## config.mk

```make
export PLATFORM = sky130hd
export DESIGN_NAME = pe_csr_bank
export DESIGN_NICKNAME = d
export VERILOG_FILES = /design/src/rtl/pecb_pkg.sv /design/src/rtl/pecb_guard.sv /design/src/rtl/pecb_wdec.sv /design/src/rtl/pecb_rmux.sv /design/src/rtl/pecb_active_cnt.sv /design/src/rtl/pe_csr_bank.sv
export SDC_FILE = /design/constraint.sdc
export NUM_CORES = 1
export LEC_CHECK = 0
export CORE_ASPECT_RATIO = 1.1
export CORE_MARGIN = 8
export CORE_UTILIZATION = 44
export CTS_BUF_LIST = sky130_fd_sc_hd__clkbuf_4 sky130_fd_sc_hd__clkbuf_8
export DETAILED_ROUTE_END_ITERATION = 12
export DONT_BUFFER_PORTS = 1
export GPL_TIMING_DRIVEN = 1
export SYNTH_ARGS = -nofsm -noshare
export SYNTH_HDL_FRONTEND = slang
export SYNTH_SLANG_ARGS = --single-unit
```

## constraint.sdc

```tcl
create_clock -name clk -period 19.9 [get_ports clk]
set_input_delay 0 -clock clk [delete_from_list [all_inputs] [get_ports clk]]
set_output_delay 0 -clock clk [all_outputs]
set_load 0.05 [all_outputs]
```

## src/rtl/pecb_pkg.sv

```systemverilog
package pecb_pkg;

    typedef enum logic [1:0] {
        MATCH_OFF   = 2'd0,
        MATCH_TOR   = 2'd1,
        MATCH_NA4   = 2'd2,
        MATCH_NAPOT = 2'd3
    } match_mode_e;

    localparam int CFG_W           = 8;
    localparam int LOCK_POS        = 7;
    localparam int MODE_LSB        = 3;
    localparam int ENTRIES_PER_IDX = 4;

    function automatic match_mode_e mode_of(input logic [CFG_W-1:0] c);
        return match_mode_e'(c[MODE_LSB +: 2]);
    endfunction

    function automatic logic lock_of(input logic [CFG_W-1:0] c);
        return c[LOCK_POS];
    endfunction

endpackage

```

## src/rtl/pecb_guard.sv

```systemverilog
// Per-entry write protection: own lock, or upper neighbour locked in TOR mode.
module pecb_guard
    import pecb_pkg::*;
#(
    parameter int N = 16
) (
    input  logic [N*CFG_W-1:0] cfg_flat,
    output logic [N-1:0]       blocked
);

    logic guard_unused;
    assign guard_unused = ^cfg_flat;

    for (genvar k = 0; k < N; k++) begin : g_entry
        if (k == N - 1) begin : g_top
            assign blocked[k] = lock_of(cfg_flat[k*CFG_W +: CFG_W]);
        end else begin : g_mid
            assign blocked[k] = lock_of(cfg_flat[k*CFG_W +: CFG_W])
                              | (lock_of(cfg_flat[(k+1)*CFG_W +: CFG_W])
                                 & (mode_of(cfg_flat[(k+1)*CFG_W +: CFG_W]) == MATCH_TOR));
        end
    end

endmodule

```

## src/rtl/pecb_wdec.sv

```systemverilog
// Turns one CSR write into per-entry write enables and byte lanes.
module pecb_wdec
    import pecb_pkg::*;
#(
    parameter int N     = 16,
    parameter int XLEN  = 32,
    parameter int IDX_W = 8
) (
    input  logic                 csr_we,
    input  logic                 csr_sel_cfg,
    input  logic [IDX_W-1:0]     csr_idx,
    input  logic [XLEN-1:0]      csr_wdata,
    input  logic [N-1:0]         blocked,
    output logic [N-1:0]         cfg_we,
    output logic [N*CFG_W-1:0]   cfg_wbyte,
    output logic [N-1:0]         addr_we
);

    localparam int BPW      = XLEN / CFG_W;
    localparam int IDX_STEP = BPW / ENTRIES_PER_IDX;

    logic odd_reject;
    logic cfg_write;
    logic addr_write;

    assign odd_reject = (XLEN == 64) && csr_idx[0];
    assign cfg_write  = csr_we &&  csr_sel_cfg && !odd_reject;
    assign addr_write = csr_we && !csr_sel_cfg;

    for (genvar k = 0; k < N; k++) begin : g_entry
        localparam int ROW  = (k / BPW) * IDX_STEP;
        localparam int LANE = k % BPW;
        localparam logic [IDX_W-1:0] ROW_IDX = IDX_W'(ROW);
        localparam logic [IDX_W-1:0] OWN_IDX = IDX_W'(k);

        assign cfg_we[k]  = cfg_write && (csr_idx == ROW_IDX) && !blocked[k];
        assign cfg_wbyte[k*CFG_W +: CFG_W] = csr_wdata[LANE*CFG_W +: CFG_W];
        assign addr_we[k] = addr_write && (csr_idx == OWN_IDX) && !blocked[k];
    end

endmodule

```

## src/rtl/pecb_rmux.sv

```systemverilog
// Combinational CSR read path.
module pecb_rmux
    import pecb_pkg::*;
#(
    parameter int N     = 16,
    parameter int XLEN  = 32,
    parameter int IDX_W = 8
) (
    input  logic                 csr_sel_cfg,
    input  logic [IDX_W-1:0]     csr_idx,
    input  logic [N*CFG_W-1:0]   cfg_flat,
    input  logic [N*XLEN-1:0]    addr_flat,
    output logic [XLEN-1:0]      csr_rdata
);

    localparam int BPW = XLEN / CFG_W;

    always_comb begin
        int e;
        int base;
        csr_rdata = '0;
        e         = 0;
        base      = int'(csr_idx) * ENTRIES_PER_IDX;
        if (csr_sel_cfg) begin
            for (int i = 0; i < BPW; i++) begin
                e = base + i;
                if (e < N) begin
                    csr_rdata[i*CFG_W +: CFG_W] = cfg_flat[e*CFG_W +: CFG_W];
                end
            end
        end else if (int'(csr_idx) < N) begin
            csr_rdata = addr_flat[int'(csr_idx)*XLEN +: XLEN];
        end
    end

endmodule

```

## src/rtl/pecb_active_cnt.sv

```systemverilog
// Population count of entries whose match mode is not off.
module pecb_active_cnt
    import pecb_pkg::*;
#(
    parameter int N     = 16,
    parameter int CNT_W = $clog2(N + 1)
) (
    input  logic [N*CFG_W-1:0] cfg_flat,
    output logic [CNT_W-1:0]   count
);

    logic cnt_unused;
    assign cnt_unused = ^cfg_flat;

    always_comb begin
        count = '0;
        for (int k = 0; k < N; k++) begin
            if (mode_of(cfg_flat[k*CFG_W +: CFG_W]) != MATCH_OFF) begin
                count = count + CNT_W'(1);
            end
        end
    end

endmodule

```

## src/rtl/pe_csr_bank.sv

```systemverilog
module pe_csr_bank
    import pecb_pkg::*;
#(
    parameter int N_ENTRIES = 16,
    parameter int XLEN      = 32,
    parameter int IDX_W     = 8,
    parameter int CNT_W     = $clog2(N_ENTRIES + 1)
) (
    input  logic                       clk,
    input  logic                       rst_n,
    input  logic                       csr_we,
    input  logic                       csr_sel_cfg,
    input  logic [IDX_W-1:0]           csr_idx,
    input  logic [XLEN-1:0]            csr_wdata,
    output logic [XLEN-1:0]            csr_rdata,
    output logic [N_ENTRIES*8-1:0]     entry_cfg_o,
    output logic [N_ENTRIES*XLEN-1:0]  entry_addr_o,
    output logic [CNT_W-1:0]           active_cnt_o
);

    logic [CFG_W-1:0]         cfg_q  [N_ENTRIES];
    logic [XLEN-1:0]          addr_q [N_ENTRIES];
    logic [N_ENTRIES-1:0]     blocked;
    logic [N_ENTRIES-1:0]     cfg_we;
    logic [N_ENTRIES-1:0]     addr_we;
    logic [N_ENTRIES*CFG_W-1:0] cfg_wbyte;

    pecb_guard #(.N(N_ENTRIES)) guard_i (
        .cfg_flat (entry_cfg_o),
        .blocked  (blocked)
    );

    pecb_wdec #(.N(N_ENTRIES), .XLEN(XLEN), .IDX_W(IDX_W)) wdec_i (
        .csr_we      (csr_we),
        .csr_sel_cfg (csr_sel_cfg),
        .csr_idx     (csr_idx),
        .csr_wdata   (csr_wdata),
        .blocked     (blocked),
        .cfg_we      (cfg_we),
        .cfg_wbyte   (cfg_wbyte),
        .addr_we     (addr_we)
    );

    for (genvar k = 0; k < N_ENTRIES; k++) begin : g_store
        always_ff @(posedge clk or negedge rst_n) begin
            if (!rst_n) begin
                cfg_q[k]  <= '0;
                addr_q[k] <= '0;
            end else begin
                if (cfg_we[k]) begin
                    cfg_q[k] <= cfg_wbyte[k*CFG_W +: CFG_W];
                end
                if (addr_we[k]) begin
                    addr_q[k] <= csr_wdata;
                end
            end
        end
        assign entry_cfg_o[k*CFG_W +: CFG_W] = cfg_q[k];
        assign entry_addr_o[k*XLEN +: XLEN]  = addr_q[k];
    end

    pecb_rmux #(.N(N_ENTRIES), .XLEN(XLEN), .IDX_W(IDX_W)) rmux_i (
        .csr_sel_cfg (csr_sel_cfg),
        .csr_idx     (csr_idx),
        .cfg_flat    (entry_cfg_o),
        .addr_flat   (entry_addr_o),
        .csr_rdata   (csr_rdata)
    );

    pecb_active_cnt #(.N(N_ENTRIES), .CNT_W(CNT_W)) cnt_i (
        .cfg_flat (entry_cfg_o),
        .count    (active_cnt_o)
    );

endmodule

```

==> Yosys cells after proc, flatten, opt, wreduce, memory -nomap -nowiden <==
Index checks and enable logic that the tools add are counted.
{ "op_classes": {"addsub": 18, "order_cmp": 5, "n_reduce_logical": 88, "muxes": 22, "bitwise_logic": 30, "eq_ne": 30, "shift": 5} }
{ "op_table": {"columns": ["operator", "count"], "rows": [
  ["variable part select 512 x 14 -> 32 bit", 1],
  ["variable part select 128 x 32 -> 8 bit", 3],
  ["variable part select 128 x 14 -> 8 bit", 1],
  ["< comparator 32 x 6 -> 1 bit (second input constant)", 3],
  ["two-way mux 5 bit", 15],
  ["adder 5 x 1 -> 5 bit (second input constant)", 14],
  ["equality test 8 x 4 -> 1 bit (second input constant)", 8],
  ["two-way mux 32 bit", 2],
  ["logical AND 1 bit", 54],
  ["equality test 8 x 3 -> 1 bit (second input constant)", 4],
  ["two-way mux 8 bit", 4],
  ["nonzero test 2 bit", 16],
  ["equality test 2 x 1 -> 1 bit (second input constant)", 15],
  ["adder 10 x 2 -> 11 bit (second input constant)", 2],
  ["logical NOT 1 bit", 17],
  ["equality test 8 x 2 -> 1 bit (second input constant)", 2],
  ["AND 1 bit", 15],
  ["OR 1 bit", 15],
  ["adder 10 x 1 -> 11 bit (second input constant)", 1],
  ["< comparator 10 x 5 -> 1 bit (second input constant)", 1],
  ["equality test 8 x 1 -> 1 bit (second input constant)", 1],
  ["logical NOT 8 bit", 1],
  ["< comparator 8 x 5 -> 1 bit (second input constant)", 1],
  ["adder 1 x 1 -> 2 bit (second input constant)", 1],
  ["two-way mux 1 bit", 1]
]} }
{ "word_totals": {"out_inout_bits": 677, "register_bits": 640, "inputBits": 44, "word_cells": 230} }

==> Logic depth before layout (Yosys ltp) <==
Gate-level depths: netlist of run 1.
{ "depth": {"ltp_word": 32, "ltp_mapped": 40} }

==> Hierarchy <==
From an unflattened synthesis of run 1, not the netlist that was laid out.
{ "unflattened": {"hier_cells": 2290, "hier_area_um2": 33547.2} }
{ "modules_own_cells": {"columns": ["module", "cells_each", "seq_area_each_um2", "area_per_inst_um2", "n_inst"], "rows": [
  ["pe_csr_bank", 1392, 16015.4, 24931.4, 1],
  ["pecb_rmux", 418, 0.0, 5114.9, 1],
  ["pecb_active_cnt", 269, 0.0, 1985.7, 1],
  ["pecb_wdec", 180, 0.0, 1337.5, 1],
  ["pecb_guard", 31, 0.0, 177.7, 1]
]} }

==> Worst setup path before layout of run 1 <==
No wires, ideal clock.
{ "synth_timing": {"path_type": "register -> output", "from": "reg cfg_q (netlist bit entry_cfg_o[12])", "to": "out active_cnt_o[4]", "stages_incl_launch_ff": 38, "arrival_time_ps": 8256, "required_ps": 19900, "setup_slack_ps": 11644, "n_path_buf": 1, "path_cell_list": "dfrtp_1 -> nor2_1 -> inv_1 -> ha_1 -> buf_6 -> nor3_1 -> nor2_2 -> ha_1 -> a21oi_1 -> or3b_2 -> o221a_2 -> ha_1 -> xnor2_1 -> nor3_1 -> nor3_1 -> ha_1 -> o21ai_0 -> o41ai_1 -> (+2 left out) -> mux2_2 -> ha_1 -> o21ai_0 -> o21ai_0 -> xnor2_1 -> o21ai_0 -> a31o_2 -> ha_1 -> nor2_1 -> a21oi_1 -> xor2_1 -> mux2_2 -> ha_1 -> o21ai_0 -> or4_1 -> mux2i_1 -> xnor2_1 -> xnor2_1"} }
{ "synth_via": {"elab_chain_len": 30} }
{ "synth_lines": {"columns": ["item", "line_no", "source"], "rows": [
  ["start, declared", "pe_csr_bank.sv:21", "logic [CFG_W-1:0] cfg_q [N_ENTRIES];"],
  ["start signal, assigned by index", "pe_csr_bank.sv:51", "cfg_q[k] <= cfg_wbyte[k*CFG_W +: CFG_W];"],
  ["nonzero test 2 bit *", "pecb_active_cnt.sv:18", "if (mode_of(cfg_flat[k*CFG_W +: CFG_W]) != MATCH_OFF) begin"],
  ["two-way mux 5 bit *", "pecb_active_cnt.sv:18", null],
  ["adder 5 x 1 -> 5 bit", "pecb_active_cnt.sv:19", "count = count + CNT_W'(1);"],
  ["two-way mux 5 bit *", "pecb_active_cnt.sv:18", null],
  ["adder 5 x 1 -> 5 bit", "pecb_active_cnt.sv:19", null],
  ["two-way mux 5 bit *", "pecb_active_cnt.sv:18", null],
  ["adder 5 x 1 -> 5 bit", "pecb_active_cnt.sv:19", null],
  ["two-way mux 5 bit *", "pecb_active_cnt.sv:18", null],
  ["(+14 left out)", null, null],
  ["adder 5 x 1 -> 5 bit", "pecb_active_cnt.sv:19", null],
  ["two-way mux 5 bit *", "pecb_active_cnt.sv:18", null],
  ["adder 5 x 1 -> 5 bit", "pecb_active_cnt.sv:19", null],
  ["two-way mux 5 bit *", "pecb_active_cnt.sv:18", null],
  ["adder 5 x 1 -> 5 bit", "pecb_active_cnt.sv:19", null],
  ["two-way mux 5 bit *", "pecb_active_cnt.sv:18", null],
  ["adder 5 x 1 -> 5 bit", "pecb_active_cnt.sv:19", null],
  ["two-way mux 5 bit *", "pecb_active_cnt.sv:18", null],
  ["end, declared", "pe_csr_bank.sv:18", "output logic [CNT_W-1:0] active_cnt_o"]
]} }
Mark *: on every way between the ends. The rest lies on a longest branch, timed or not.

==> Worst setup path in the final report of run 1 <==
{ "layout_timing": {"from": "reg cfg_q (netlist bit entry_cfg_o[11])", "to": "out active_cnt_o[4]"} }
The elaborated chain is that of the path after synthesis.

==> key figures, run 1 <==
Yosys
  • Synth unique cells: 75
  • Gate count of the mapped netlist: 2032
  • Post-synthesis async set-or-reset flop share: 100%
  • Synth top area share: 51.8%
  • Seq/Total Area, Yosys: 51.8%
  • Mean Syn Cell Area: 15.2 sq um
  • Mapped cell area: 0.0309 sq mm
  • Yosys reg bits: 640
  • Synth top area cells: dfrtp_1, mux2_2, mux4_2
  • Top cell type by total area after synthesis: dfrtp_1
  • Synth warn: 0
  • Post-Syn Nets: 2091
  • Post-synth EDFFs: 0
  • Ys flop type: dfrtp_1

Run status
  • Status: finished, final reports clean

Routing
  • Via density: 6.53
  • DRC errors left: 0
  • Initial DRC Count: 1637
  • Pre-antenna DRT Iters: 5
  • Drt wl/cell: 39.2 microns
  • Total number of vias: 19965
  • DRT antenna net count: 0
  • Drt total wl: 120000 microns

Timing
  • Clk_skew: 44.2 ps
  • Period utilization: 48.7%
  • Setup-failing EPs final: 0
  • Worst setup margin: 10220 ps
  • Worst slew pin tran: 1200 ps
  • Accumulated negative setup slack: 0 ps
  • Hold Violations, Final: 0
  • Max Freq: 103 MHz
  • Hold_ws: 136 ps
  • Tmin final: 9680 ps
  • Relative slew slack: 19.9%
  • RSZ-0062 raised after global routing: false
  • Final max-slew violation count: 0

Die
  • DIE WIDTH: 269 microns
  • Core area: 0.0699 sq mm
  • Core Rows: 102
  • Starting density of the core: 44.2%
  • Die Y: 294 microns
  • Total Die Area: 0.0790 sq mm
  • # IOs: 721

Setup path
  • Worst path max stage delay: 670 ps
  • Critical Path Sink Type: primary output
  • Cell family with most CP delay: simple AND/OR/NAND/NOR gates
  • CP max-delay cell: dfrtp_1
  • Arrival time worst endpoint: 9680 ps
  • Crit-path most repeated cell: ha_1
  • Critical path data required time: 19900 ps
  • Crit start category: register
  • Buf/Inv on CP: 2
  • CP max FO: 8
  • Crit Path Class: reg -> out

Job
  • Max-cap violations: 0

Hold path
  • Worst min path class: in -> reg

Power and ir drop
  • Power Density: 109 mW/mm^2
  • Total power: 3.78 mW
  • Leak Pwr: 16.6 nW
  • Worst vdd ir: 262 uV

Layout
  • Most common cell after layout, fill and taps aside: dfrtp_1
  • Register Area: 0.0160 sq mm
  • Fraction of layout cells with a size suffix above 1: 51.9%
  • Area Growth Syn to Fin: 12.1%
  • Nets: 2092
  • FILL cells: 6102
  • Most frequent cells in the layout: dfrtp_1, mux2_2, mux4_2
  • Final design utilization: 49.6%
  • Multi-input logic area: 0.0143 sq mm

GRT
  • GR Util All Layers: 29.6%
  • Pin count of the biggest net entering global routing: 641
  • Vias in the first global route: 20472
  • First-pass GRT wire length: 167000 microns
  • Overflow after GRT: 0
  • Initial antenna violation count: 8

Clocking
  • Post-CTS sizing: 0
  • Clock sink count: 640
  • CTS root buffer: clkbuf_8
  • CTS clk-pin slew, worst paths: 60 ps
  • H-tree levels: 3
  • TritonCTS Buffers: 107
  • CTS tree: built
  • Clock Latency Late Sink: 750 ps
  • CTS Buffer Depth: 3

Place
  • RePlAce Congestion: 0.934
  • IO buf count: 0
  • Pre-CTS setup slack: 11150 ps
  • Hpwl dp: 80800 microns
cell type report:
type | instances | area share, %
well taps | 936 | 3.38
multi-input cells | 1192 | 41.1
clock inverters | 23 | 0.744
repair buffers | 74 | 2.19
diodes | 6 | 0.0433
clock buffers | 170 | 6.12
flip-flops and latches | 640 | 46.2
inverters | 18 | 0.195
power breakdown:
part	internal, mW	leakage [nW]	total (mW)	switching [mW]
registers	1.33	8.84	1.51	0.182
clock network	0.721	1.27	1.29	0.566
logic	0.404	6.53	0.974	0.570
cell usage after synthesis (3+ instances only):
cell,number
nor2_1,39
clkbuf_1,137
nand2_1,35
nor4b_1,3
a21o_1,13
nand4_1,5
buf_1,39
nor3b_1,3
xnor2_1,32
dfrtp_1,640
xnor2_2,3
nor4_1,5
nand3b_1,5
mux2i_1,5
inv_1,18
ha_1,15
a31oi_1,12
xnor2_4,3
nor2b_1,11
mux4_2,191
xor2_1,9
buf_2,3
a22o_1,32
nand3_1,17
a211oi_1,5
nor3_1,15
or2_2,6
or4_1,3
a22oi_1,3
a31o_2,7
nor2_2,3
mux2_2,620
a21oi_1,12
o21ai_0,29
xnor3_2,3
state kept, by name (all words and copies together) (netlist names):
register / flops
entry_addr_o: 512
entry_cfg_o: 128
layer usage:
layer | GRT usage (%) | wire [microns] | vias to the layer above | share of wire, %
met5 | 0 | 27 | - | 0.023
met4 | 10.5 | 4400 | 4 | 3.7
met3 | 11.6 | 13300 | 261 | 11
met2 | 50.0 | 60000 | 1131 | 50
met1 | 34.0 | 42100 | 10885 | 35
li1 | - | - | 7684 | -
stage by stage:
step / cell area, sq um / instances
floorplan: 30900 / 2032
global placement: 31700 / 2811
detailed placement: 31700 / 2811
CTS: 34500 / 3047
global route: 34700 / 3057
finish: 34700 / 3059
worst paths after layout:
path	from	to	slack, ps	cells after the start
min in group asynchronous	rst_n	entry_addr_o[161]	420	3
max in group asynchronous	rst_n	entry_addr_o[45]	17450	5
worst max-delay path	entry_cfg_o[11]	active_cnt_o[4]	10220	37
worst max register to register	entry_cfg_o[76]	entry_cfg_o[68]	16630	7
worst min-delay path	csr_idx[3]	entry_addr_o[192]	140	3
worst min register to register	entry_cfg_o[67]	entry_cfg_o[67]	820	2
repair_timing:
| action | in CTS | in global routing |
|---|---|---|
| hold endpoints to repair | 1280 | 158 |
| setup buffers | 0 | 0 |
| hold buffers | 43 | 3 |
logic make-up after synthesis:
kind of cell	share of synthesized area, %
AOI/OAI and AO/OA	3.27
xor gates and xnor gates	2.28
adders and majority gates	0.607
buffers and inverters	2.50
DFF	51.8
muxes	36.7
and+or+nand+nor	2.81
worst min-delay path, cell delays in order:
cell and delay [ps]:
nor3b_1 100, nand3_2 440, mux2_2 250
Note: power is estimated with default switching activity, not from simulation.
==> inputs of run 2 (changes only) <==
Clock period 19.9 ns to 8.4 ns, I/O delays scaled along.
==> run 2 against run 1 <==
Effect of this change:
- the flow now finishes with violations (hold timing, slew limit)
- final area rose by 0.38%
- first-iteration DRC count decreased by 14%
- core utilization up 0.19 points
==> key figures, run 2 (synthesis gave the netlist of run 1 again) <==
Setup path
  • Arrival time worst endpoint: 8060 ps (-1620 ps)
  • CP max-delay cell: or4_1
  • CP max FO: 4 (-4)
  • Reg2reg end: entry_addr_o[260]
  • Crit Path Class: reg -> out
  • R2r setup slk: 5150 ps (-11480 ps)
  • Crit-path most repeated cell: xnor2_1
  • Cell family with most CP delay: simple AND/OR/NAND/NOR gates
  • Worst r2r path cells: 5 (-2)
  • R2R Path Start: entry_cfg_o[76]
  • Critical Path Sink Type: primary output
  • Critical path data required time: 8400 ps (-11500 ps)
  • Worst path max stage delay: 450 ps (-220 ps)
  • Buf/Inv on CP: 3 (+1)
  • Crit start category: register

Hold path
  • Worst min path class: in -> async

Die
  • Core Rows: 102 (unchanged)
  • Starting density of the core: 44.2% (unchanged)
  • Die Y: 294 microns (unchanged)
  • Core area: 0.0699 sq mm (unchanged)
  • # IOs: 721 (unchanged)
  • Total Die Area: 0.0790 sq mm (unchanged)
  • DIE WIDTH: 269 microns (unchanged)

Clocking
  • CTS Buffer Depth: 3 (unchanged)
  • Hold-fix buffers, CTS: 36 (-16%)
  • CTS root buffer: clkbuf_8
  • H-tree levels: 3 (unchanged)
  • CTS tree: built
  • Clock Latency Late Sink: 730 ps (-20 ps)
  • CTS clk-pin slew, worst paths: 60 ps (about the same)
  • Clock sink count: 640 (unchanged)
  • TritonCTS Buffers: 107 (unchanged)

Layout
  • Nets: 2099 (+0.33%)
  • Most frequent cells in the layout: dfrtp_1, mux2_2, mux4_2
  • Fraction of layout cells with a size suffix above 1: 53.8% (+1.9 points)
  • Flip-flop count of the largest register after layout: 512 (unchanged)
  • Finished Layout Cells: 3064 (+0.16%)
  • Area Growth Syn to Fin: 12.5%
  • FILL cells: 6104 (+0.033%)
  • Most common cell after layout, fill and taps aside: dfrtp_1
  • Post-route cell area: 0.0348 sq mm (+0.38%)

GRT
  • First-pass GRT wire length: 166000 microns (-0.53%)
  • Pin count of the biggest net entering global routing: 641 (unchanged)
  • Vias in the first global route: 20470 (-0.0098%)
  • Initial antenna violation count: 7 (-1)
  • Overflow after GRT: 0 (unchanged)
  • GR Util All Layers: 29.4% (-0.26 points)

Timing
  • Period utilization: 95.9%
  • Accumulated negative setup slack: 0 ps (unchanged)
  • Hold_ws: -1010 ps (-1140 ps)
  • Clk_skew: 40.4 ps (-3.80 ps)
  • Tmin final: 8060 ps
  • Final max-slew violation count: 252 (+252)
  • Relative slew slack: -29.3% (-49 points)
  • Worst slew pin tran: 1940 ps (+741 ps)
  • Setup-failing EPs final: 0 (unchanged)
  • Hold Violations, Final: 640 (+640)
  • Max Freq: 124 MHz

Job
  • Max-cap violations: 0 (unchanged)

Run status
  • Status: complete, but fails checks
  • Violated checks: hold timing, slew limit

Routing
  • DRT antenna net count: 0 (unchanged)
  • DR top layer: met4
  • Drt wl/cell: 38.9 microns (-0.72%)
  • Via density: 6.50 (-0.42%)
  • Wl on met1: 41900 microns (-0.41%)
  • Initial DRC Count: 1411 (-14%)
  • Total number of vias: 19913 (-0.26%)
  • Met2 WL: 59000 microns (-1.7%)
  • Drt total wl: 119000 microns (-0.56%)
  • Pre-antenna DRT Iters: 7 (+2)
  • Wire length on met3: 13100 microns (-1.7%)
  • DRC errors left: 0 (unchanged)

Place
  • IO buf count: 0 (unchanged)
  • RePlAce Congestion: 0.916 (-1.9%)
  • Area post-placement: 0.0318 sq mm (+0.26%)
  • Placed cells: 2822 (+0.39%)
  • Hpwl dp: 81100 microns (+0.38%)

Power and ir drop
  • Worst vdd ir: 499 uV (+90%)
  • Leak Pwr: 16.7 nW (+0.19%)
  • Power Density: 261 mW/mm^2 (+140%)
-- run 2: cell types whose count changed in the layout (fill, tap and decap cells not counted), sizes merged, moves of 2 or more --
cell         previous run  this run
clkinv                 15         6
inv                    23        21
dlygate4sd3            44        36
buf                    30        45
clkbuf                170       180
bufinv                  3         1
clkinvlp                0         2
-- run 2: area by class of cell --
cell class	instances	area, sq um	area share (%)
multi-input combinational	1192	14500	41.6
timing repair buffer	81	713	2.05
sequential	640	16000	46.0
tap	936	1170	3.37
clock inverter	12	149	0.428
inverter	18	67.6	0.194
clock buffer	180	2190	6.29
antenna	5	12.5	0.0360
-- run 2: power breakdown --
part | internal, mW | switching (mW) | total, mW
clock network | 1.68 | 1.31 | 2.99
registers | 3.16 | 0.421 | 3.58
logic | 1.13 | 1.39 | 2.52
-- run 2: worst reg2reg max path, cell delays in order, from the launching register on --
cell and delay [ps]:
dfrtp_1 770, inv_1 120, a31o_2 280, nand3b_1 940, buf_4 660, mux2_2 360
-- run 2: what timing repair did --
| item | in CTS | in global routing |
|---|---|---|
| endpoints found under the setup margin | 4 | 4 |
| setup buffers | 2 | 7 |
| pin swaps | 1 | 13 |
| hold endpoints to repair | 1280 | 640 |
| gates resized for setup | 14 | 33 |
-- run 2: worst max-delay path by stage --
stage / startpoint / endpoint / slack [ps] / depth (start not counted)
3_5_place_dp: entry_cfg_o[4] / active_cnt_o[4] / 10 / 37
6_report: entry_cfg_o[3] / active_cnt_o[4] / 340 / 39
2_1_floorplan: entry_cfg_o[12] / active_cnt_o[4] / 140 / 37
3_3_place_gp: entry_cfg_o[4] / active_cnt_o[4] / 430 / 37
4_1_cts: entry_cfg_o[19] / active_cnt_o[4] / 50 / 38
5_1_grt: entry_cfg_o[4] / active_cnt_o[4] / -80 / 36
-- run 2: per-layer routing --
layer,track usage (%),up-vias
li1,-,7703
met3,11.1,281
met5,0,-
met2,49.2,1137
met1,33.8,10792
met4,11.7,0
-- run 2: stage by stage --
stage | utilization [%] | hold slack (ps) | power (mW) | setup WS [ps]
after floorplan | - | -296 | 5.42 | 144
after global placement | 45.4 | -269 | 5.74 | 432
after detailed placement | 45.4 | -272 | 5.81 | 10.5
after CTS | 49.4 | -1080 | 8.93 | 49.6
after global routing | 49.7 | -1060 | 9.46 | -75.1
final | 49.8 | -1010 | 9.09 | 341
==> inputs of run 3 (changes only) <==
--- a/constraint.sdc
+++ b/constraint.sdc
@@ -3,2 +3,2 @@
 set_output_delay 0 -clock clk [all_outputs]
-set_load 0.05 [all_outputs]
+set_load 0.02 [all_outputs]
==> run 3 against run 2 <==
Effect of this change:
- the flow still finishes with violations (hold timing, slew limit)
- critical path depth down 1
- sequential share of layout area up 0.066 points
- clock skew up 28 ps
- final cell count down 0.23%
- sequential cell count unchanged
- die area unchanged
- sequential power down 5%
- clock-buffer cell count down 4
- core utilization down 0.059 points
- final area down 0.12%
- total power down 5.2%
- register-to-register slack better by 490 ps
- critical endpoint unchanged
==> key figures, run 3 (synthesis gave the netlist of run 1 again) <==
Layout
  • Post-route cell area: 0.0348 sq mm (-0.12%)
  • Fraction of layout cells with a size suffix above 1: 53.6% (-0.20 points)
  • FILL cells: 6058 (-0.75%)
  • Area Growth Syn to Fin: 12.4%
  • Flip-flop count of the largest register after layout: 512 (unchanged)
  • Nets: 2092 (-0.33%)
  • Most frequent cells in the layout: dfrtp_1, mux2_2, mux4_2
  • Most common cell after layout, fill and taps aside: dfrtp_1

Clocking
  • CTS root buffer: clkbuf_8
  • Clock Latency Late Sink: 740 ps (about the same)
  • Clock sink count: 640 (unchanged)
  • CTS tree: built
  • H-tree levels: 3 (unchanged)
  • Hold-fix buffers, CTS: 36 (unchanged)
  • TritonCTS Buffers: 106 (-0.93%)
  • CTS Buffer Depth: 3 (unchanged)
  • CTS clk-pin slew, worst paths: 70 ps (about the same)

Setup path
  • Setup crit end: active_cnt_o[4]
  • Worst r2r path cells: 4 (-1)
  • Crit start category: register
  • Crit Path Class: reg -> out
  • Arrival time worst endpoint: 7920 ps (-140 ps)
  • CP max-delay cell: dfrtp_4
  • Critical path data required time: 8400 ps (about the same)
  • Worst path max stage delay: 600 ps (+150 ps)
  • Critical Path Sink Type: primary output
  • Reg2reg end: entry_addr_o[461]
  • Crit path launch: entry_cfg_o[20]
  • R2R Path Start: entry_cfg_o[124]
  • R2r setup slk: 5640 ps (+490 ps)
  • CP max FO: 11 (+7)

Die
  • Die Y: 294 microns (unchanged)
  • Total Die Area: 0.0790 sq mm (unchanged)
  • Core area: 0.0699 sq mm (unchanged)
  • Starting density of the core: 44.2% (unchanged)
  • # IOs: 721 (unchanged)
  • Core Rows: 102 (unchanged)
  • DIE WIDTH: 269 microns (unchanged)

Job
  • Max-cap violations: 0 (unchanged)

Routing
  • Via density: 6.50 (about the same)
  • Initial DRC Count: 1604 (+14%)
  • DRT antenna net count: 0 (unchanged)
  • DRC errors left: 0 (unchanged)
  • Drt total wl: 120000 microns (+0.58%)
  • Total number of vias: 19872 (-0.21%)
  • Drt wl/cell: 39.2 microns (+0.81%)
  • Pre-antenna DRT Iters: 6 (-1)

Timing
  • Final max-slew violation count: 513 (+100%)
  • Relative slew slack: -148% (-120 points)
  • Hold_ws: -995 ps (+10.3 ps)
  • Clk_skew: 68.5 ps (+28.1 ps)
  • Hold Violations, Final: 640 (unchanged)
  • Setup-failing EPs final: 0 (unchanged)
  • Period utilization: 94.3% (-1.6 points)
  • Tmin final: 7920 ps (-135 ps)
  • Max Freq: 126 MHz (+1.7%)
  • Worst slew pin tran: 3730 ps (+1790 ps)

GRT
  • Pin count of the biggest net entering global routing: 641 (unchanged)
  • Vias in the first global route: 20278 (-0.94%)
  • GR Util All Layers: 29.6% (+0.27 points)
  • First-pass GRT wire length: 167000 microns (+0.47%)
  • Overflow after GRT: 0 (unchanged)
  • Initial antenna violation count: 7 (unchanged)

Run status
  • Status: complete, but fails checks
  • Violated checks: hold timing, slew limit

Power and ir drop
  • Worst vdd ir: 294 uV (-41%)
  • Leak Pwr: 16.7 nW (about the same)
  • Power Density: 248 mW/mm^2 (-5.1%)
  • Total power: 8.61 mW (-5.2%)

Place
  • Area post-placement: 0.0317 sq mm (-0.17%)
  • RePlAce Congestion: 0.888 (-3.1%)
  • IO buf count: 0 (unchanged)
  • Hpwl dp: 82000 microns (+1.2%)

Hold path
  • Worst min path class: in -> async
run 3: changes by cell type in the layout (fill, tap and decap cells not counted), sizes merged:
cell / previous run / this run
clkinvlp: 2 / 1
bufinv: 1 / 3
inv: 21 / 23
buf: 45 / 39
clkbuf: 180 / 176
run 3: cell type report:
type,count,area (sq um),area share [%]
inverter,18,67.6,0.194
clock buffer,176,2150,6.20
clock inverter,15,220,0.634
sequential,640,16000,46.1
timing repair buffer,75,657,1.89
antenna,5,12.5,0.0360
multi-input combinational,1192,14500,41.6
tap,936,1170,3.37
run 3: report_power, final:
group          switching [mW]  internal, mW
registers               0.238          3.17
clock network            1.33          1.72
logic                    1.09          1.07
total                    2.66          5.95
run 3: repair_timing:
| item | 4_1_cts | 5_1_grt |
|---|---|---|
| endpoints found under the setup margin | 4 | 4 |
| gates resized for setup | 15 | 28 |
| endpoints found under the hold margin | 1280 | 640 |
| setup buffers | 2 | 8 |
| pin swaps | 2 | 13 |
run 3: worst min path at each step:
stage,end,slack (ps),start,depth (start not counted)
4_1_cts,entry_addr_o[28],-1080,rst_n,0
5_1_grt,entry_addr_o[34],-1060,rst_n,0
3_3_place_gp,entry_cfg_o[27],-270,rst_n,0
2_1_floorplan,entry_addr_o[0],-300,rst_n,0
6_report,entry_addr_o[34],-1000,rst_n,0
3_5_place_dp,entry_addr_o[34],-270,rst_n,0
run 3: routing by layer:
layer  global-route usage, %  vias up  part of all wire [%]
met5                       0        -                     0
met4                    12.1        0                   4.4
met3                    12.1      267                    11
met2                    49.6     1132                    50
met1                    33.5    10782                    35
li1                        -     7691                     -
run 3: metrics by stage:
step / util (%) / setup TNS [ps] / setup slack, ps / std cells / hold WS [ps]
floorplan: - / 0 / 767 / 2032 / -296
CTS: 49.4 / 0 / 40.5 / 3044 / -1080
global route: 49.7 / -30.4 / -30.4 / 3056 / -1060
finish: 49.7 / 0 / 476 / 3057 / -995
detailed placement: 45.4 / 0 / 36.1 / 2815 / -268
global placement: 45.4 / 0 / 451 / 2815 / -268
run 3: worst max-delay path: cells and delay by family, from the launching register on:
family	cells	cell delay, ps
adders and majority gates	6	1530
muxes	5	1150
AOI/OAI and AO/OA	6	790
DFF	1	600
buffers and inverters	2	360
xor gates and xnor gates	8	1190
and+or+nand+nor	11	1610
